==> src/rtl/iqr_pkg.sv <==
package iqr_pkg;
    typedef enum logic [1:0] {
        DEC_HOLD   = 2'd0,
        DEC_GROW   = 2'd1,
        DEC_SHRINK = 2'd2
    } size_dec_e;

    function automatic int unsigned wrap_next(int unsigned p, int unsigned lim);
        return (p + 1 >= lim) ? 0 : p + 1;
    endfunction
endpackage

==> src/rtl/iqr_entry_state.sv <==
module iqr_entry_state #(
    parameter int NBANKS  = 4,
    parameter int BANK_SZ = 4,
    localparam int NE     = NBANKS * BANK_SZ,
    localparam int IDXW   = $clog2(NE)
) (
    input  logic            clk,
    input  logic            rst,
    input  logic            alloc,
    input  logic [IDXW-1:0] alloc_slot,
    input  logic            alloc_rdy,
    input  logic            rel_vld,
    input  logic [IDXW-1:0] rel_slot,
    input  logic [NE-1:0]   wake_mask,
    output logic [NE-1:0]   valid,
    output logic [NE-1:0]   cmp_en,
    output logic [NBANKS-1:0] bank_occ,
    output logic            rel_hit
);
    logic [NE-1:0] rdy;

    assign rel_hit = rel_vld && valid[rel_slot];

    for (genvar s = 0; s < NE; s++) begin : g_slot
        always_ff @(posedge clk) begin
            if (rst) begin
                valid[s] <= 1'b0;
                rdy[s]   <= 1'b0;
            end else if (alloc && alloc_slot == IDXW'(s)) begin
                valid[s] <= 1'b1;
                rdy[s]   <= alloc_rdy | wake_mask[s];
            end else begin
                if (rel_vld && rel_slot == IDXW'(s)) valid[s] <= 1'b0;
                if (wake_mask[s]) rdy[s] <= 1'b1;
            end
        end
        assign cmp_en[s] = valid[s] & ~rdy[s];
    end

    for (genvar b = 0; b < NBANKS; b++) begin : g_bank
        assign bank_occ[b] = |valid[b*BANK_SZ +: BANK_SZ];
    end
endmodule

==> src/rtl/iqr_pointers.sv <==
module iqr_pointers #(
    parameter int NBANKS  = 4,
    parameter int BANK_SZ = 4,
    localparam int NE     = NBANKS * BANK_SZ,
    localparam int IDXW   = $clog2(NE),
    localparam int LW     = IDXW + 1
) (
    input  logic            clk,
    input  logic            rst,
    input  logic [NE-1:0]   valid,
    input  logic [LW-1:0]   alloc_lim,
    input  logic [LW-1:0]   en_lim,
    input  logic            disp_vld,
    input  logic            q_empty,
    output logic [IDXW-1:0] target,
    output logic            stall,
    output logic            alloc,
    output logic [IDXW-1:0] head,
    output logic [IDXW-1:0] last
);
    import iqr_pkg::*;

    logic [IDXW-1:0] tail;

    assign target = (LW'(tail) >= alloc_lim) ? '0 : tail;
    assign stall  = valid[target];
    assign alloc  = disp_vld && !stall;

    always_ff @(posedge clk) begin
        if (rst) begin
            tail <= '0;
            head <= '0;
            last <= '0;
        end else begin
            if (alloc) begin
                tail <= IDXW'(wrap_next(int'(target), int'(alloc_lim)));
                last <= target;
            end
            if (q_empty)
                head <= target;
            else if (!valid[head])
                head <= IDXW'(wrap_next(int'(head), int'(en_lim)));
        end
    end
endmodule

==> src/rtl/iqr_size_ctl.sv <==
module iqr_size_ctl #(
    parameter int NBANKS   = 4,
    parameter int INTERVAL = 64,
    parameter int THRESH   = 8,
    localparam int NBW     = $clog2(NBANKS + 1),
    localparam int CW      = $clog2(INTERVAL + 1)
) (
    input  logic           clk,
    input  logic           rst,
    input  logic           cmt_vld,
    input  logic           cmt_young,
    input  logic           top_empty,
    output logic [NBW-1:0] nb,
    output logic           pend
);
    import iqr_pkg::*;

    logic [CW-1:0] cyc;
    logic [CW-1:0] ycnt;
    logic [CW-1:0] ysum;
    logic          win_end;
    size_dec_e     dec;

    assign win_end = (cyc == CW'(INTERVAL - 1));
    assign ysum    = ycnt + CW'(cmt_vld && cmt_young);

    always_comb begin
        dec = DEC_HOLD;
        if (win_end) dec = (ysum < CW'(THRESH)) ? DEC_SHRINK : DEC_GROW;
    end

    always_ff @(posedge clk) begin
        if (rst) begin
            cyc  <= '0;
            ycnt <= '0;
            nb   <= NBW'(NBANKS);
            pend <= 1'b0;
        end else begin
            cyc  <= win_end ? '0 : cyc + 1'b1;
            ycnt <= win_end ? '0 : ysum;
            unique case (dec)
                DEC_SHRINK: begin
                    if (!pend && nb > NBW'(1)) pend <= 1'b1;
                end
                DEC_GROW: begin
                    if (pend) pend <= 1'b0;
                    else if (nb < NBW'(NBANKS)) nb <= nb + 1'b1;
                end
                default: begin
                    if (pend && top_empty) begin
                        nb   <= nb - 1'b1;
                        pend <= 1'b0;
                    end
                end
            endcase
        end
    end
endmodule

==> src/rtl/iq_bank_resize.sv <==
module iq_bank_resize #(
    parameter int NBANKS   = 4,
    parameter int BANK_SZ  = 4,
    parameter int INTERVAL = 64,
    parameter int THRESH   = 8,
    localparam int NE      = NBANKS * BANK_SZ,
    localparam int IDXW    = $clog2(NE),
    localparam int LW      = IDXW + 1,
    localparam int NBW     = $clog2(NBANKS + 1)
) (
    input  logic              clk,
    input  logic              rst,
    input  logic              disp_vld,
    input  logic              disp_src_rdy,
    output logic              disp_stall,
    output logic [IDXW-1:0]   disp_slot,
    input  logic              rel_vld,
    input  logic [IDXW-1:0]   rel_slot,
    output logic              rel_young,
    input  logic [NE-1:0]     wake_mask,
    input  logic              cmt_vld,
    input  logic              cmt_young,
    output logic [NBANKS-1:0] bank_alloc_en,
    output logic [NBANKS-1:0] bank_pwr_on,
    output logic [NE-1:0]     cmp_en,
    output logic [NBW-1:0]    act_banks,
    output logic [IDXW-1:0]   head_slot
);
    logic [NE-1:0]     valid;
    logic [NBANKS-1:0] bank_occ;
    logic              rel_hit;
    logic              alloc;
    logic [IDXW-1:0]   last;
    logic [NBW-1:0]    nb;
    logic              pend;
    logic [NBW-1:0]    open_banks;
    logic [LW-1:0]     alloc_lim;
    logic [LW-1:0]     en_lim;
    logic [LW-1:0]     cnt;
    logic              top_empty;

    assign open_banks = nb - NBW'(pend);
    assign alloc_lim  = LW'(open_banks) * LW'(BANK_SZ);
    assign en_lim     = LW'(nb) * LW'(BANK_SZ);
    assign top_empty  = !bank_occ[nb - 1'b1];

    iqr_entry_state #(.NBANKS(NBANKS), .BANK_SZ(BANK_SZ)) u_state (
        .clk(clk), .rst(rst),
        .alloc(alloc), .alloc_slot(disp_slot), .alloc_rdy(disp_src_rdy),
        .rel_vld(rel_vld), .rel_slot(rel_slot), .wake_mask(wake_mask),
        .valid(valid), .cmp_en(cmp_en), .bank_occ(bank_occ), .rel_hit(rel_hit)
    );

    iqr_pointers #(.NBANKS(NBANKS), .BANK_SZ(BANK_SZ)) u_ptr (
        .clk(clk), .rst(rst),
        .valid(valid), .alloc_lim(alloc_lim), .en_lim(en_lim),
        .disp_vld(disp_vld), .q_empty(cnt == '0),
        .target(disp_slot), .stall(disp_stall), .alloc(alloc),
        .head(head_slot), .last(last)
    );

    iqr_size_ctl #(.NBANKS(NBANKS), .INTERVAL(INTERVAL), .THRESH(THRESH)) u_size (
        .clk(clk), .rst(rst),
        .cmt_vld(cmt_vld), .cmt_young(cmt_young), .top_empty(top_empty),
        .nb(nb), .pend(pend)
    );

    always_ff @(posedge clk) begin
        if (rst) cnt <= '0;
        else     cnt <= cnt + LW'(alloc) - LW'(rel_hit);
    end

    assign rel_young = rel_hit && (int'(rel_slot) / BANK_SZ == int'(last) / BANK_SZ);

    for (genvar b = 0; b < NBANKS; b++) begin : g_bank
        assign bank_alloc_en[b] = (NBW'(b) < open_banks);
        assign bank_pwr_on[b]   = bank_alloc_en[b] | bank_occ[b];
    end

    assign act_banks = nb;
endmodule

==> config.mk <==
export PLATFORM = sky130hd
export DESIGN_NAME = iq_bank_resize
export DESIGN_NICKNAME = d
export VERILOG_FILES = /design/src/rtl/iqr_pkg.sv /design/src/rtl/iqr_entry_state.sv /design/src/rtl/iqr_pointers.sv /design/src/rtl/iqr_size_ctl.sv /design/src/rtl/iq_bank_resize.sv
export SDC_FILE = /design/constraint.sdc
export NUM_CORES = 1
export LEC_CHECK = 0
export ABC_AREA = 1
export BUFFER_PORTS_ARGS = -buffer_cell sky130_fd_sc_hd__buf_4
export CAP_MARGIN = 0
export CORE_MARGIN = 8
export CORE_UTILIZATION = 52
export CTS_CLUSTER_SIZE = 25
export DETAILED_ROUTE_END_ITERATION = 16
export PLACE_DENSITY = 0.88
export SLEW_MARGIN = 10
export SYNTH_ARGS = -nofsm -noshare
export SYNTH_HDL_FRONTEND = slang
export SYNTH_SLANG_ARGS = --single-unit
export TNS_END_PERCENT = 30
==> constraint.sdc <==
create_clock -name clk -period 3.1 [get_ports clk]
set_input_delay 0.62 -clock clk [delete_from_list [all_inputs] [get_ports clk]]
set_output_delay 0.62 -clock clk [all_outputs]
set_load 0.03 [all_outputs]
---- Word level (Yosys, flattened, before mapping) ----
Cells that the tools add are included.
W data, S select, Z words.
operators by class
  add/subtract/negate cells ............... 9
  $mul .................................... 0
  divide/modulo/power cells ............... 0
  $lt $le $gt $ge ......................... 14
  equality and inequality tests ........... 38
  shift-type cells ........................ 0
  muxes and demuxes ....................... 86
  bitwise operators ....................... 53
  reductions and logical operators ........ 85
operators by type and width
  operator               number
  $mux W1                70
  $reduce_bool A2 Y1     33
  $eq A4 B4 Y1 const B   16
  $logic_and A1 B1 Y1    38
  $eq A4 B3 Y1 const B   8
  $mux W4                5
  $or A1 B1 Y1           20
  $not A1 Y1             17
  $and A1 B1 Y1          16
  $eq A4 B2 Y1 const B   4
  $reduce_or A4 Y1       4
  $lt A4 B5 Y1 const B   3
  $bmux W1 S4            3
  $add A4 B1 Y5 const B  2
  $ge A5 B5 Y1           2
  $mux W3                3
  $eq A4 B1 Y1 const B   2
  $logic_not A4 Y1       2
  $add A7 B1 Y7          1
  $add A7 B1 Y7 const B  1
  $eq A7 B6 Y1 const B   1
  $lt A7 B4 Y1 const B   1
  $lt A1 B3 Y1 const A   2
  $lt A2 B3 Y1 const A   2
  23 further kinds       29
word-level totals
  register bits after elaboration ......... 67
  latch bits .............................. 0
  memory bits (writable) .................. 0
  bits in read-only memories .............. 0
  word-level logic and storage cells ...... 325
  memories kept ........................... 0

---- Longest topological paths before layout ----
Gate-level depths: netlist of run 1.
  word-level depth ........................ 9
  depth in mapped cells ................... 25

---- By module ----
Synthesis of run 1 repeated with hierarchy kept, for this count alone.
unflattened totals
  cells, all modules ...................... 717
  area total of the unflattened synthesis .. 4,684.5 sq um
modules (own cells, without submodules)
  module           times used  cells an instance  area an instance (sq um)  sequential area each (sq um)
  iqr_entry_state  1           278                1,715.4                   640.6
  iqr_pointers     1           237                1,506.4                   240.2
  iqr_size_ctl     1           122                935.9                     360.3
  iq_bank_resize   1           80                 526.8                     100.1

---- Least setup slack after synthesis of run 1 ----
No wires, ideal clock.
  path kind ............................... flip-flop to flip-flop
  start point ............................. register u_size.nb[0]
  end point ............................... register cnt[4]
  arrival ................................. 3,646 ps
  data required time ...................... 2,978 ps
  setup slack ............................. -668 ps
  cell stages (with the launch flop) ...... 23
  buffers on the path ..................... 0
  cells stage by stage .................... dfxtp_1 inv_1 ha_1 inv_1 ha_1 nand2_1 nand2_1 nand2_2 nand2_1 inv_1 nor2_2 nand2_1 nand2_2 nor2_8 nand2_2 inv_2 ha_1 inv_1 fa_1 o21ai_0 a21oi_1 o21ai_0 a21oi_1
between the ends
  longest elaborated chain between the ends .. 9
RTL lines
  what                           line                  text
  start: declaration             iqr_size_ctl.sv:13    output logic [NBW-1:0] nb,
  start signal: assignment       iqr_size_ctl.sv:36    nb <= NBW'(NBANKS);
  start signal: assignment       iqr_size_ctl.sv:47    else if (nb < NBW'(NBANKS)) nb <= nb + 1'b1;
  start signal: assignment       iqr_size_ctl.sv:51    nb <= nb - 1'b1;
  $sub A3 B1 Y3                  iq_bank_resize.sv:42  assign open_banks = nb - NBW'(pend);
  $ge A4 B5 Y1                   iqr_pointers.sv:25    assign target = (LW'(tail) >= alloc_lim) ? '0 : tail;
  $mux W4                        iqr_pointers.sv:25
  net disp_slot[3]               iq_bank_resize.sv:16  output logic [IDXW-1:0] disp_slot,
  $bmux W1 S4                    iqr_pointers.sv:26    assign stall = valid[target];
  $mux W1 (not written as such)  iqr_pointers.sv:26
  $logic_not A1 Y1               iqr_pointers.sv:27    assign alloc = disp_vld && !stall;
  $logic_and A1 B1 Y1            iqr_pointers.sv:27
  net alloc                      iq_bank_resize.sv:32  logic alloc;
  $add A5 B1 Y5                  iq_bank_resize.sv:70  else cnt <= cnt + LW'(alloc) - LW'(rel_hit);
  $sub A5 B1 Y5                  iq_bank_resize.sv:70
  end signal: assignment         iq_bank_resize.sv:70
  end: declaration               iq_bank_resize.sv:39  logic [LW-1:0] cnt;
The timed path passes the listed nets, and every way through them passes these cells. The select of a mux whose other input is x is not followed.
A chain may end at the register's enable or synchronous reset.

---- Worst setup path after layout of run 1 ----
  start point ............................. register u_size.nb[0]
  end point ............................... output disp_stall
between the ends
  longest elaborated chain between the ends .. 5
RTL lines
  what                           line                  text
  $sub A3 B1 Y3                  iq_bank_resize.sv:42
  $ge A4 B5 Y1                   iqr_pointers.sv:25
  $mux W4                        iqr_pointers.sv:25
  $bmux W1 S4                    iqr_pointers.sv:26
  $mux W1 (not written as such)  iqr_pointers.sv:26
  end: declaration               iq_bank_resize.sv:15  output logic disp_stall,
No other way between the ends. The select of a mux whose other input is x is not followed.

==> impl_metrics.toml, run 1 <==
[status]
outcome = "finished with violations"
violations = "setup timing"

[critical_path]
start_kind = "flop"
reg2reg_slack_ns = -0.06
crit_path_end_kind = "output pin"
worstPathMaxFanout = 5
critical_path_class = "flop to output pin"
required_ns = 2.48
arrival_ns = 2.59

[synth]
synth_top_area_share_pct = 30.6
postSynthCellCount = 637
yosysTopAreaCell = "dfxtp_1"
synth.distinct_cells = 39
synth.avg_cell_area_um2 = 6.69
ys.flop_type = "dfxtp_1"
synth_area_um2 = 4260
synthTopCellsByArea = "dfxtp_1, nand2_1, inv_1"
synth_commonest_cells = "nand2_1, inv_1, nor2_1"
yosysMostFrequentCell = "nand2_1"
ys_async_sr_fraction_pct = 0
synth_seq_area_share_pct = 30.6
synth-warning-count = 0
synth_nets = 692
synth_edf_count = 0
ys_seq_elements = 65

[floorplan]
rows = 33
dieWidth_um = 107
io_pins = 64
dieHeight_um = 107
initial_core_util_pct = 52.6
die-area_um2 = 11300
core_um2 = 8090

[cells_and_area]
multiInputGateArea_um2 = 2540
ff_latch_area_um2 = 1310
diodes = 0
fillers = 693
drive_above_1_share_pct = 24.5
stdcell_count = 844
area_growth_pct = 28.2
nNetsFinal = 789

[cts]
numCtsBuffers = 9
htreeDepth = 3
cts_buffer_depth = 2
hold_buffers = 0
cts_tree = "done"
clock-sinks = 65
clockRootBuffer = "clkbuf_8"
clk_pin_slew_ns = 0.08
clk_latency_ns = 0.36

[power]
power_density_nw_per_um2 = 691
pwr-share-clk_pct = 19.5
p_sw_w = 0.00170
leakagePower_nw = 2.59
peakVddDrop_uv = 434
finalPower_w = 0.00377
p_sw_share_pct = 45.2
p_int_w = 0.00207
pwr-share-comb_pct = 51.3
p_seq_share_pct = 29.2

[sta]
rsz0062_at_grt = "yes"
hold_violations = 0
max_freq_mhz = 312
finalMaxSlewViolations = 0
worst_pin_slew_ns = 0.827
final.min_clock_period_ns = 3.21
skew_ns = 0.0119
setup_ws_ns = -0.106
relSlewSlack_pct = 44.4
fin_crit_sh_pct = 103
setup_viol = 4

[placement]
dp_cells = 807
gp_congestion = 1.00
io_buffers = 63
place_ws_ns = -0.0678
hpwl_um = 10300

[routing]
drcViolationCount = 0
ant_nets = 0
vias = 4642
drt_iter0_markers = 392
drtPass1Iterations = 5
routed_via_density = 5.50
drt_wl_total_um = 13700
wl_per_cell_um = 16.2

[grt]
antenna_found_initial = 0
grt_overflow_total = 0
grt_max_degree = 33
grt_pass1_wl_um = 21400
groute.usage.overall_pct = 23.4
grt_pass1_vias = 4392

[job]
max_cap_viol_count = 0

[worst_hold_path]
hp-class = "flop to flop"
-- stage by stage --
| stage | hold WS (ns) | setup TNS [ns] | util [%] | area, um2 |
|---|---|---|---|---|
| floorplan | 0.418 | -0.381 | - | 4350 |
| global placement | 0.428 | 0 | 61.9 | 5010 |
| detailed placement | 0.447 | -0.240 | 61.9 | 5010 |
| finish | 0.470 | -0.195 | 67.5 | 5460 |
| global route | 0.478 | -1.21 | 67.5 | 5460 |
| CTS | 0.465 | -0.0852 | 65.9 | 5330 |
-- layer usage --
| layer | vias to the layer above | GRT usage [%] | share of wire, % |
|---|---|---|---|
| met5 | - | 0 | 0 |
| met4 | 0 | 9.35 | 1.6 |
| met3 | 25 | 4.78 | 7.7 |
| met2 | 206 | 38.6 | 47 |
| met1 | 2165 | 29.3 | 43 |
| li1 | 2246 | - | - |
-- power by group through the flow --
| stage | Sequential (W) | Clock, W | Combinational (W) |
|---|---|---|---|
| finish | 0.00110 | 0.000736 | 0.00194 |
| global route | 0.00112 | 0.000772 | 0.00210 |
| CTS | 0.00110 | 0.000741 | 0.00177 |
| detailed placement | 0.00111 | 0 | 0.00167 |
| global placement | 0.00111 | 0 | 0.00161 |
| floorplan | 0.00110 | 0 | 0.00119 |
-- worst max-delay path, stage by stage (launching register included) --
cell and delay (ns):
dfxtp_4 0.37, inv_4 0.04, ha_4 0.27, inv_4 0.04, ha_4 0.22, nand2_2 0.05, nand2_2 0.06, nand2_4 0.10
buf_6 0.14, buf_4 0.11, nand3_1 0.07, nand3_1 0.10, nand2_1 0.05, nand2_1 0.08, nand2_2 0.11, nor2_8 0.13
buf_8 0.12, inv_4 0.03, buf_6 0.12
-- flip-flops by register name, indices dropped and copies added, names as in the netlist --
| name | count |
|---|---|
| u_state.rdy | 16 |
| u_state.valid | 16 |
| u_size.cyc | 7 |
| u_size.ycnt | 7 |
| cnt | 5 |
| u_ptr.head | 4 |
| u_ptr.tail | 4 |
| u_size.nb | 3 |
| u_ptr.last | 2 |
| u_size.pend | 1 |
-- cells in the final DEF, fill, tap and decap left out, drive strengths merged --
| cell type | netlist | routed |
|---|---|---|
| nor4 | 4 | 4 |
| a31oi | 7 | 7 |
| nor3b | 1 | 1 |
| buf | 8 | 106 |
| and2 | 1 | 1 |
| nand3 | 65 | 65 |
| a41oi | 1 | 1 |
| nand2 | 125 | 125 |
| a22oi | 2 | 2 |
| inv | 116 | 115 |
| a21oi | 35 | 35 |
| clkinvlp | 0 | 3 |
| dfxtp | 65 | 65 |
| o211ai | 1 | 1 |
| bufinv | 0 | 1 |
| clkinv | 1 | 5 |
| nand3b | 2 | 2 |
| fa | 1 | 1 |
| nor3 | 2 | 2 |
| ha | 27 | 27 |
| xnor2 | 5 | 5 |
| o22ai | 5 | 5 |
| and3 | 1 | 1 |
| o2111ai | 2 | 2 |
| o21ai | 35 | 35 |
| or2 | 1 | 1 |
| clkbuf | 12 | 9 |
| o221ai | 2 | 2 |
| nand4 | 21 | 21 |
| nor2 | 77 | 77 |
| xor2 | 11 | 11 |
| o21a | 1 | 1 |
-- logic make-up (layout without fill, tap and decap cells) --
| family | count (synthesis) | in the layout | share of synthesized area, % |
|---|---|---|---|
| buffers and inverters | 137 | 239 | 12.8 |
| AOI/OAI and AO/OA | 91 | 91 | 11.7 |
| xor gates and xnor gates | 16 | 16 | 3.29 |
| adders and majority gates | 28 | 28 | 8.40 |
| and+or+nand+nor | 300 | 300 | 33.2 |
| DFF | 65 | 65 | 30.6 |
-- repair_timing --
item / CTS / global route
setup endpoints to repair: 6 / 23
setup buffers: 9 / 12
pin swaps: 7 / 14
resized for setup: 18 / 10
-- worst paths after layout --
kind	start	endpoint	depth (start not counted)
min reg2reg	u_size.cyc[0]	u_size.cyc[0]	1
max reg2reg	u_size.nb[0]	cnt[4]	24
min	u_size.cyc[0]	u_size.cyc[0]	1
max	u_size.nb[0]	disp_stall	18
-- area by class of cell --
cell class,count,share of cell area [%]
clock buffer,9,2.27
clock inverter,7,1.28
inverter,117,8.41
multi-input combinational,435,46.6
sequential,65,24.0
tap,105,2.41
timing repair buffer,106,15.1
No activity file was read; power rests on OpenSTA's default activity.
==> inputs of run 2 (changes only) <==
--- a/config.mk
+++ b/config.mk
@@ -8,8 +8,10 @@
 export ABC_AREA = 1
 export BUFFER_PORTS_ARGS = -buffer_cell sky130_fd_sc_hd__buf_4
 export CAP_MARGIN = 0
+export CELL_PAD_IN_SITES_DETAIL_PLACEMENT = 1
+export CELL_PAD_IN_SITES_GLOBAL_PLACEMENT = 1
 export CORE_MARGIN = 8
-export CORE_UTILIZATION = 52
+export CORE_UTILIZATION = 37
 export CTS_CLUSTER_SIZE = 25
 export DETAILED_ROUTE_END_ITERATION = 16
 export PLACE_DENSITY = 0.88
==> run 2 against run 1 <==
Against the previous run: the run still ends with setup timing left; fmax grew 2.1%; worst setup slack improved by 0.066 ns; critical path depth increased by 6; die area increased by 34%; global-route usage down 3.0 points; via count up 0.62%; sequential share of layout area is 0.84 points lower; clock power rose by 35%; total power rose by 8.2%; register-to-register slack improved by 0.02 ns; largest cell class unchanged; highest routed layer unchanged.
==> impl_metrics.toml, run 2 (synthesized netlist as in run 1, its figures left out) <==
[grt]
grt_pass1_vias = 4876
top_usage_layer = "met2"
grt_pass1_wl_um = 24200
grt_overflow_total = 0
antenna_found_initial = 0
groute.usage.overall_pct = 20.4
grt_util_met1_pct = 24.4
grt_use_met2_pct = 34.0
grt_max_degree = 33
met3_usage_pct = 5.43

[floorplan]
core_um2 = 11300
rows = 39
initial_core_util_pct = 37.6
die-area_um2 = 15200
io_pins = 64
dieWidth_um = 123
dieHeight_um = 123

[sta]
final.min_clock_period_ns = 3.14
worst_pin_slew_ns = 0.799
setup_ws_ns = -0.0393
finalMaxSlewViolations = 0
hold_violations = 0
tns_ns = -0.0944
skew_ns = 0.00663
rsz0062_at_grt = "yes"
setup_viol = 4
fin_hold_ws_ns = 0.448
fin_crit_sh_pct = 101
max_freq_mhz = 319
relSlewSlack_pct = 46.2

[routing]
drtPass1Iterations = 4
ant_nets = 0
drcViolationCount = 0
routed_via_density = 5.32
wl_per_cell_um = 18.0
drt_iter0_markers = 279
drt_wl_total_um = 15800
vias = 4671

[job]
max_cap_viol_count = 0

[cells_and_area]
drive_above_1_share_pct = 24.9
mostFrequentLayoutCells = "inv_1, nand2_1, buf_4"
diodes = 0
layout_commonest_cell = "inv_1"
reg.largest.list = "u_state.rdy x16, u_state.valid x16"
fin_area_um2 = 5650
utilization_pct = 49.9
area_growth_pct = 32.7
nNetsFinal = 785

[worst_hold_path]
hp-class = "flop to flop"

[placement]
hpwl_um = 11700
gp_congestion = 0.953
place_ws_ns = -0.139
placed_cell_area_um2 = 5080
io_buffers = 63

[cts]
htreeDepth = 3
clockRootBuffer = "clkbuf_16"
clk_latency_ns = 0.34
clk_pin_slew_ns = 0.06
cts_buffer_depth = 2
cts_tree = "done"
clock-sinks = 65
numCtsBuffers = 9

[critical_path]
arrival_ns = 3.37
critical_path_class = "flop to flop"
crit_path_end_kind = "flop"
required_ns = 3.33
start_kind = "flop"
worstPathMaxFanout = 8

[power]
power_density_nw_per_um2 = 722
leakagePower_nw = 2.63
peakVddDrop_uv = 370

[status]
outcome = "finished with violations"
violations = "setup timing"
run 2: cell count changes in the layout (fill, tap and decap cells not counted), moves of 3 or more:
cell	change
clkbuf_16	+9
clkbuf_8	-9
nand2_1	-6
nand2_4	+5
nand3_1	-4
nand3_2	+4
clkbuf_1	+3
run 2: routing by layer:
metal | up-vias | routed length, um | share of wire [%]
met2 | 142 | 7500 | 47
met4 | 0 | 458 | 2.9
li1 | 2241 | - | -
met5 | - | 0 | 0
met3 | 38 | 1050 | 6.6
met1 | 2250 | 6800 | 43
run 2: final timing paths:
check / to / startpoint / slack, ns / cells past startpoint
worst max-delay path: cnt[4] / u_size.nb[0] / -0.04 / 24
worst min register to register: u_size.cyc[0] / u_size.cyc[0] / 0.45 / 1
worst min-delay path: u_size.cyc[0] / u_size.cyc[0] / 0.45 / 1
worst max register to register: cnt[4] / u_size.nb[0] / -0.04 / 24
run 2: final cells by class:
| type | instances | area [um2] |
|---|---|---|
| fill | 1460 | 5670 |
| multi-input combinational | 436 | 2650 |
| sequential | 65 | 1310 |
| timing repair buffer | 101 | 774 |
| inverter | 117 | 462 |
| clock buffer | 12 | 236 |
| tap | 143 | 179 |
| clock inverter | 4 | 45.0 |
run 2: where the power goes:
group / switching, W / internal (W) / total (W)
registers: 0.000141 / 0.000954 / 0.00110
clock network: 0.000373 / 0.000618 / 0.000991
logic: 0.00128 / 0.000715 / 0.00199
run 2: worst max-delay path, stage by stage (launching register included):
cell and delay (ns):
dfxtp_4 0.36, inv_4 0.04, ha_4 0.27, inv_4 0.04, ha_4 0.25, nand2_2 0.05
nand2_2 0.07, nand2_4 0.08, buf_12 0.16, nand2_8 0.06, nand2_1 0.06, nand3_1 0.09
nand2_1 0.09, nand2_1 0.10, nand2_2 0.10, nor2_8 0.12, nand2_4 0.07, clkinv_4 0.05
ha_4 0.12, inv_2 0.04, fa_2 0.36, o21ai_2 0.14, a21oi_2 0.08, o21ai_1 0.14
a21oi_1 0.06
run 2: repair_timing:
| item | in CTS | in global routing |
|---|---|---|
| setup endpoints to repair | 6 | 7 |
| hold buffers | 0 | 0 |
| cloned | 0 | 1 |
| pin swaps | 8 | 23 |
| resized for setup | 9 | 32 |
| setup buffers | 6 | 8 |
run 2: per-stage QoR:
stage               power [W]  cells
global placement      0.00274    847
global route          0.00432    878
finish                0.00408    878
floorplan             0.00229    637
CTS                   0.00392    869
detailed placement    0.00283    847
==> inputs of run 3 (changes only) <==
--- a/config.mk
+++ b/config.mk
@@ -5,16 +5,15 @@
 export SDC_FILE = /design/constraint.sdc
 export NUM_CORES = 1
 export LEC_CHECK = 0
-export ABC_AREA = 1
 export BUFFER_PORTS_ARGS = -buffer_cell sky130_fd_sc_hd__buf_4
 export CAP_MARGIN = 0
 export CELL_PAD_IN_SITES_DETAIL_PLACEMENT = 1
 export CELL_PAD_IN_SITES_GLOBAL_PLACEMENT = 1
 export CORE_MARGIN = 8
-export CORE_UTILIZATION = 37
+export CORE_UTILIZATION = 39
 export CTS_CLUSTER_SIZE = 25
 export DETAILED_ROUTE_END_ITERATION = 16
-export PLACE_DENSITY = 0.88
+export PLACE_DENSITY = 0.87
 export SLEW_MARGIN = 10
 export SYNTH_ARGS = -nofsm -noshare
 export SYNTH_HDL_FRONTEND = slang
==> run 3 against run 2 <==
Against the previous run: the flow still finishes with violations (setup timing); largest cell class unchanged; sequential share of layout area down 1.3 points; cell area up 5.7%; die area is 6.2% lower; clock power decreased by 3.4%; combinational power is 48% lower; critical endpoint is now u_ptr.tail[3]; utilization increased by 7.7 points; first-iteration DRC count grew 25%; via count shrank 2.8%; critical path depth is 6 lower; area after synthesis fell by 2.0%.
==> impl_metrics.toml, run 3 <==
[sta]
rsz0062_at_grt = "yes"
fin_crit_sh_pct = 117
worst_pin_slew_ns = 0.781
hold_violations = 0
setup_ws_ns = -0.524
max_freq_mhz = 276
final.min_clock_period_ns = 3.62
setup_viol = 16
relSlewSlack_pct = 47.4
finalMaxSlewViolations = 0
skew_ns = 0.0187

[status]
outcome = "finished with violations"
violations = "setup timing"

[synth]
synth_seq_area_share_pct = 31.2
ys_async_sr_fraction_pct = 0
yosysTopAreaCell = "dfxtp_1"
yosysMostFrequentCell = "dfxtp_1"
synth.avg_cell_area_um2 = 8.75
ys.flop_type = "dfxtp_1"
synth_nets = 532
synth_area_um2 = 4170
synth.distinct_cells = 67
synthXorXnorAreaFrac_pct = 4.38
synth_top_family_by_area = "simple AND/OR/NAND/NOR gates"
synth_edf_count = 0
synthMuxAreaShare_pct = 10.1
synth_commonest_cells = "dfxtp_1, a21oi_1, nor2_1"
synthTopCellsByArea = "dfxtp_1, ha_1, mux4_2"
synth-simple-area-share_pct = 22.1
synth-warning-count = 0
postSynthCellCount = 477
synth_fa_ha_area_share_pct = 8.58
synth_compound_area_share_pct = 18.8
synth_top_area_share_pct = 31.2
ys_seq_elements = 65

[routing]
vias = 4538
routed_via_density = 6.01
drtPass1Iterations = 5
ant_nets = 0
drcViolationCount = 0
drt_wl_total_um = 17900
wl_per_cell_um = 23.7
drt_iter0_markers = 350

[critical_path]
start_kind = "flop"
required_ns = 3.39
critical_path_class = "flop to flop"
worstPathMaxFanout = 4
crit_path_end_kind = "flop"
arrival_ns = 3.91
r2r_cells = 18

[placement]
place_ws_ns = -0.563
hpwl_um = 11600
gp_congestion = 0.912
io_buffers = 63

[power]
peakVddDrop_uv = 313
finalPower_w = 0.00301
power_density_nw_per_um2 = 503
leakagePower_nw = 2.56

[cts]
htreeDepth = 3
numCtsBuffers = 9
cts_buffer_depth = 2
clockRootBuffer = "clkbuf_8"
clk_latency_ns = 0.37
clock-sinks = 65
clk_pin_slew_ns = 0.08
cts_tree = "done"

[cells_and_area]
area_growth_pct = 43.1
reg.largest.list = "u_state.rdy x16, u_state.valid x16"
nNetsFinal = 669
diodes = 0
utilization_pct = 57.6
mostFrequentLayoutCells = "buf_4, dfxtp_1, nor2_1, a21oi_1, nand2_1"
drive_above_1_share_pct = 40.1
layout_commonest_cell = "buf_4"

[floorplan]
initial_core_util_pct = 40.2
dieHeight_um = 119
dieWidth_um = 119
core_um2 = 10400
die-area_um2 = 14300
io_pins = 64
rows = 37

[grt]
grt_max_degree = 60
grt_pass1_vias = 4948
groute.usage.overall_pct = 23.4
grt_overflow_total = 0
antenna_found_initial = 0
grt_pass1_wl_um = 26500

[worst_hold_path]
whs_path_depth = 1
hp-class = "flop to flop"

[job]
max_cap_viol_count = 0
==> run 3: cell types whose count changed after synthesis, sizes merged, moves of 7 or more <==
cell	previous run	this run
a211oi	0	9
nand4	21	1
nand2	125	27
inv	116	24
mux4	0	12
mux2i	0	11
nand3	65	26
nor2b	0	23
o21ai	35	28
and2	1	11
nand2b	0	13
nor2	77	35
==> run 3: logic make-up (layout without fill, tap and decap cells) <==
kind of cell,Yosys count,in the layout
compound gates,118,118
simple gates,171,171
xor+xnor,20,20
fa+ha+maj,28,28
mux,26,26
buf+inv,49,191
flops,65,65
==> run 3: path summary, 6_finish.rpt <==
check | startpoint | endpoint | slack [ns]
hold reg to reg | u_size.cyc[0] | u_size.cyc[0] | 0.46
setup reg to reg | u_size.nb[0] | u_ptr.tail[3] | -0.52
setup / recovery | u_size.nb[0] | u_ptr.tail[3] | -0.52
hold / removal | u_size.cyc[0] | u_size.cyc[0] | 0.46
==> run 3: what timing repair did <==
item,in CTS,in global routing
pin swaps,21,18
setup buffers,8,9
setup endpoints to repair,20,27
hold buffers,0,0
resized for setup,28,36
==> run 3: through the flow <==
| step | hold WS (ns) | TNS (ns) | instances | cell area (um2) |
|---|---|---|---|---|
| 4_1_cts | 0.472 | -3.50 | 747 | 5760 |
| 3_5_place_dp | 0.451 | -3.00 | 723 | 5320 |
| 2_1_floorplan | 0.418 | -3.58 | 477 | 4240 |
| 3_3_place_gp | 0.430 | -1.40 | 723 | 5320 |
| 5_1_grt | 0.478 | -6.10 | 755 | 5970 |
| 6_report | 0.464 | -4.77 | 755 | 5970 |
==> run 3: critical path, stage by stage, from the launching register on <==
cell      delay (ns)
dfxtp_4         0.37
inv_4           0.04
ha_4            0.27
inv_4           0.05
ha_4            0.25
or3b_4          0.40
a211oi_4        0.32
buf_12          0.16
nor2b_4         0.05
ha_4            0.17
xor2_2          0.15
ha_1            0.30
a21bo_2         0.21
o211ai_1        0.17
a21oi_1         0.10
o21ai_2         0.15
buf_4           0.15
nand3_1         0.09
mux2i_1         0.16
==> run 3: area by class of cell <==
type / count / area [um2]
Clock buffer: 10 / 138
Clock inverter: 6 / 113
Fill cell: 1226 / 4400
Inverter: 24 / 97.6
Multi-Input combinational cell: 363 / 2950
Sequential cell: 65 / 1310
Tap cell: 136 / 170
Timing Repair Buffer: 151 / 1200
==> run 3: metal layers <==
metal,global-route usage [%],part of all wire [%]
met1,24.7,37
met2,42.3,52
met3,5.43,6.5
met4,13.0,4.6
met5,0,0
==> run 3: power breakdown <==
group          internal, W  total, W  switching, W  leakage [nW]
Combinational     0.000451   0.00103      0.000575          1.90
Sequential        0.000908   0.00102      0.000114         0.533
Clock             0.000560  0.000957      0.000398         0.127
Total              0.00192   0.00301       0.00109          2.56
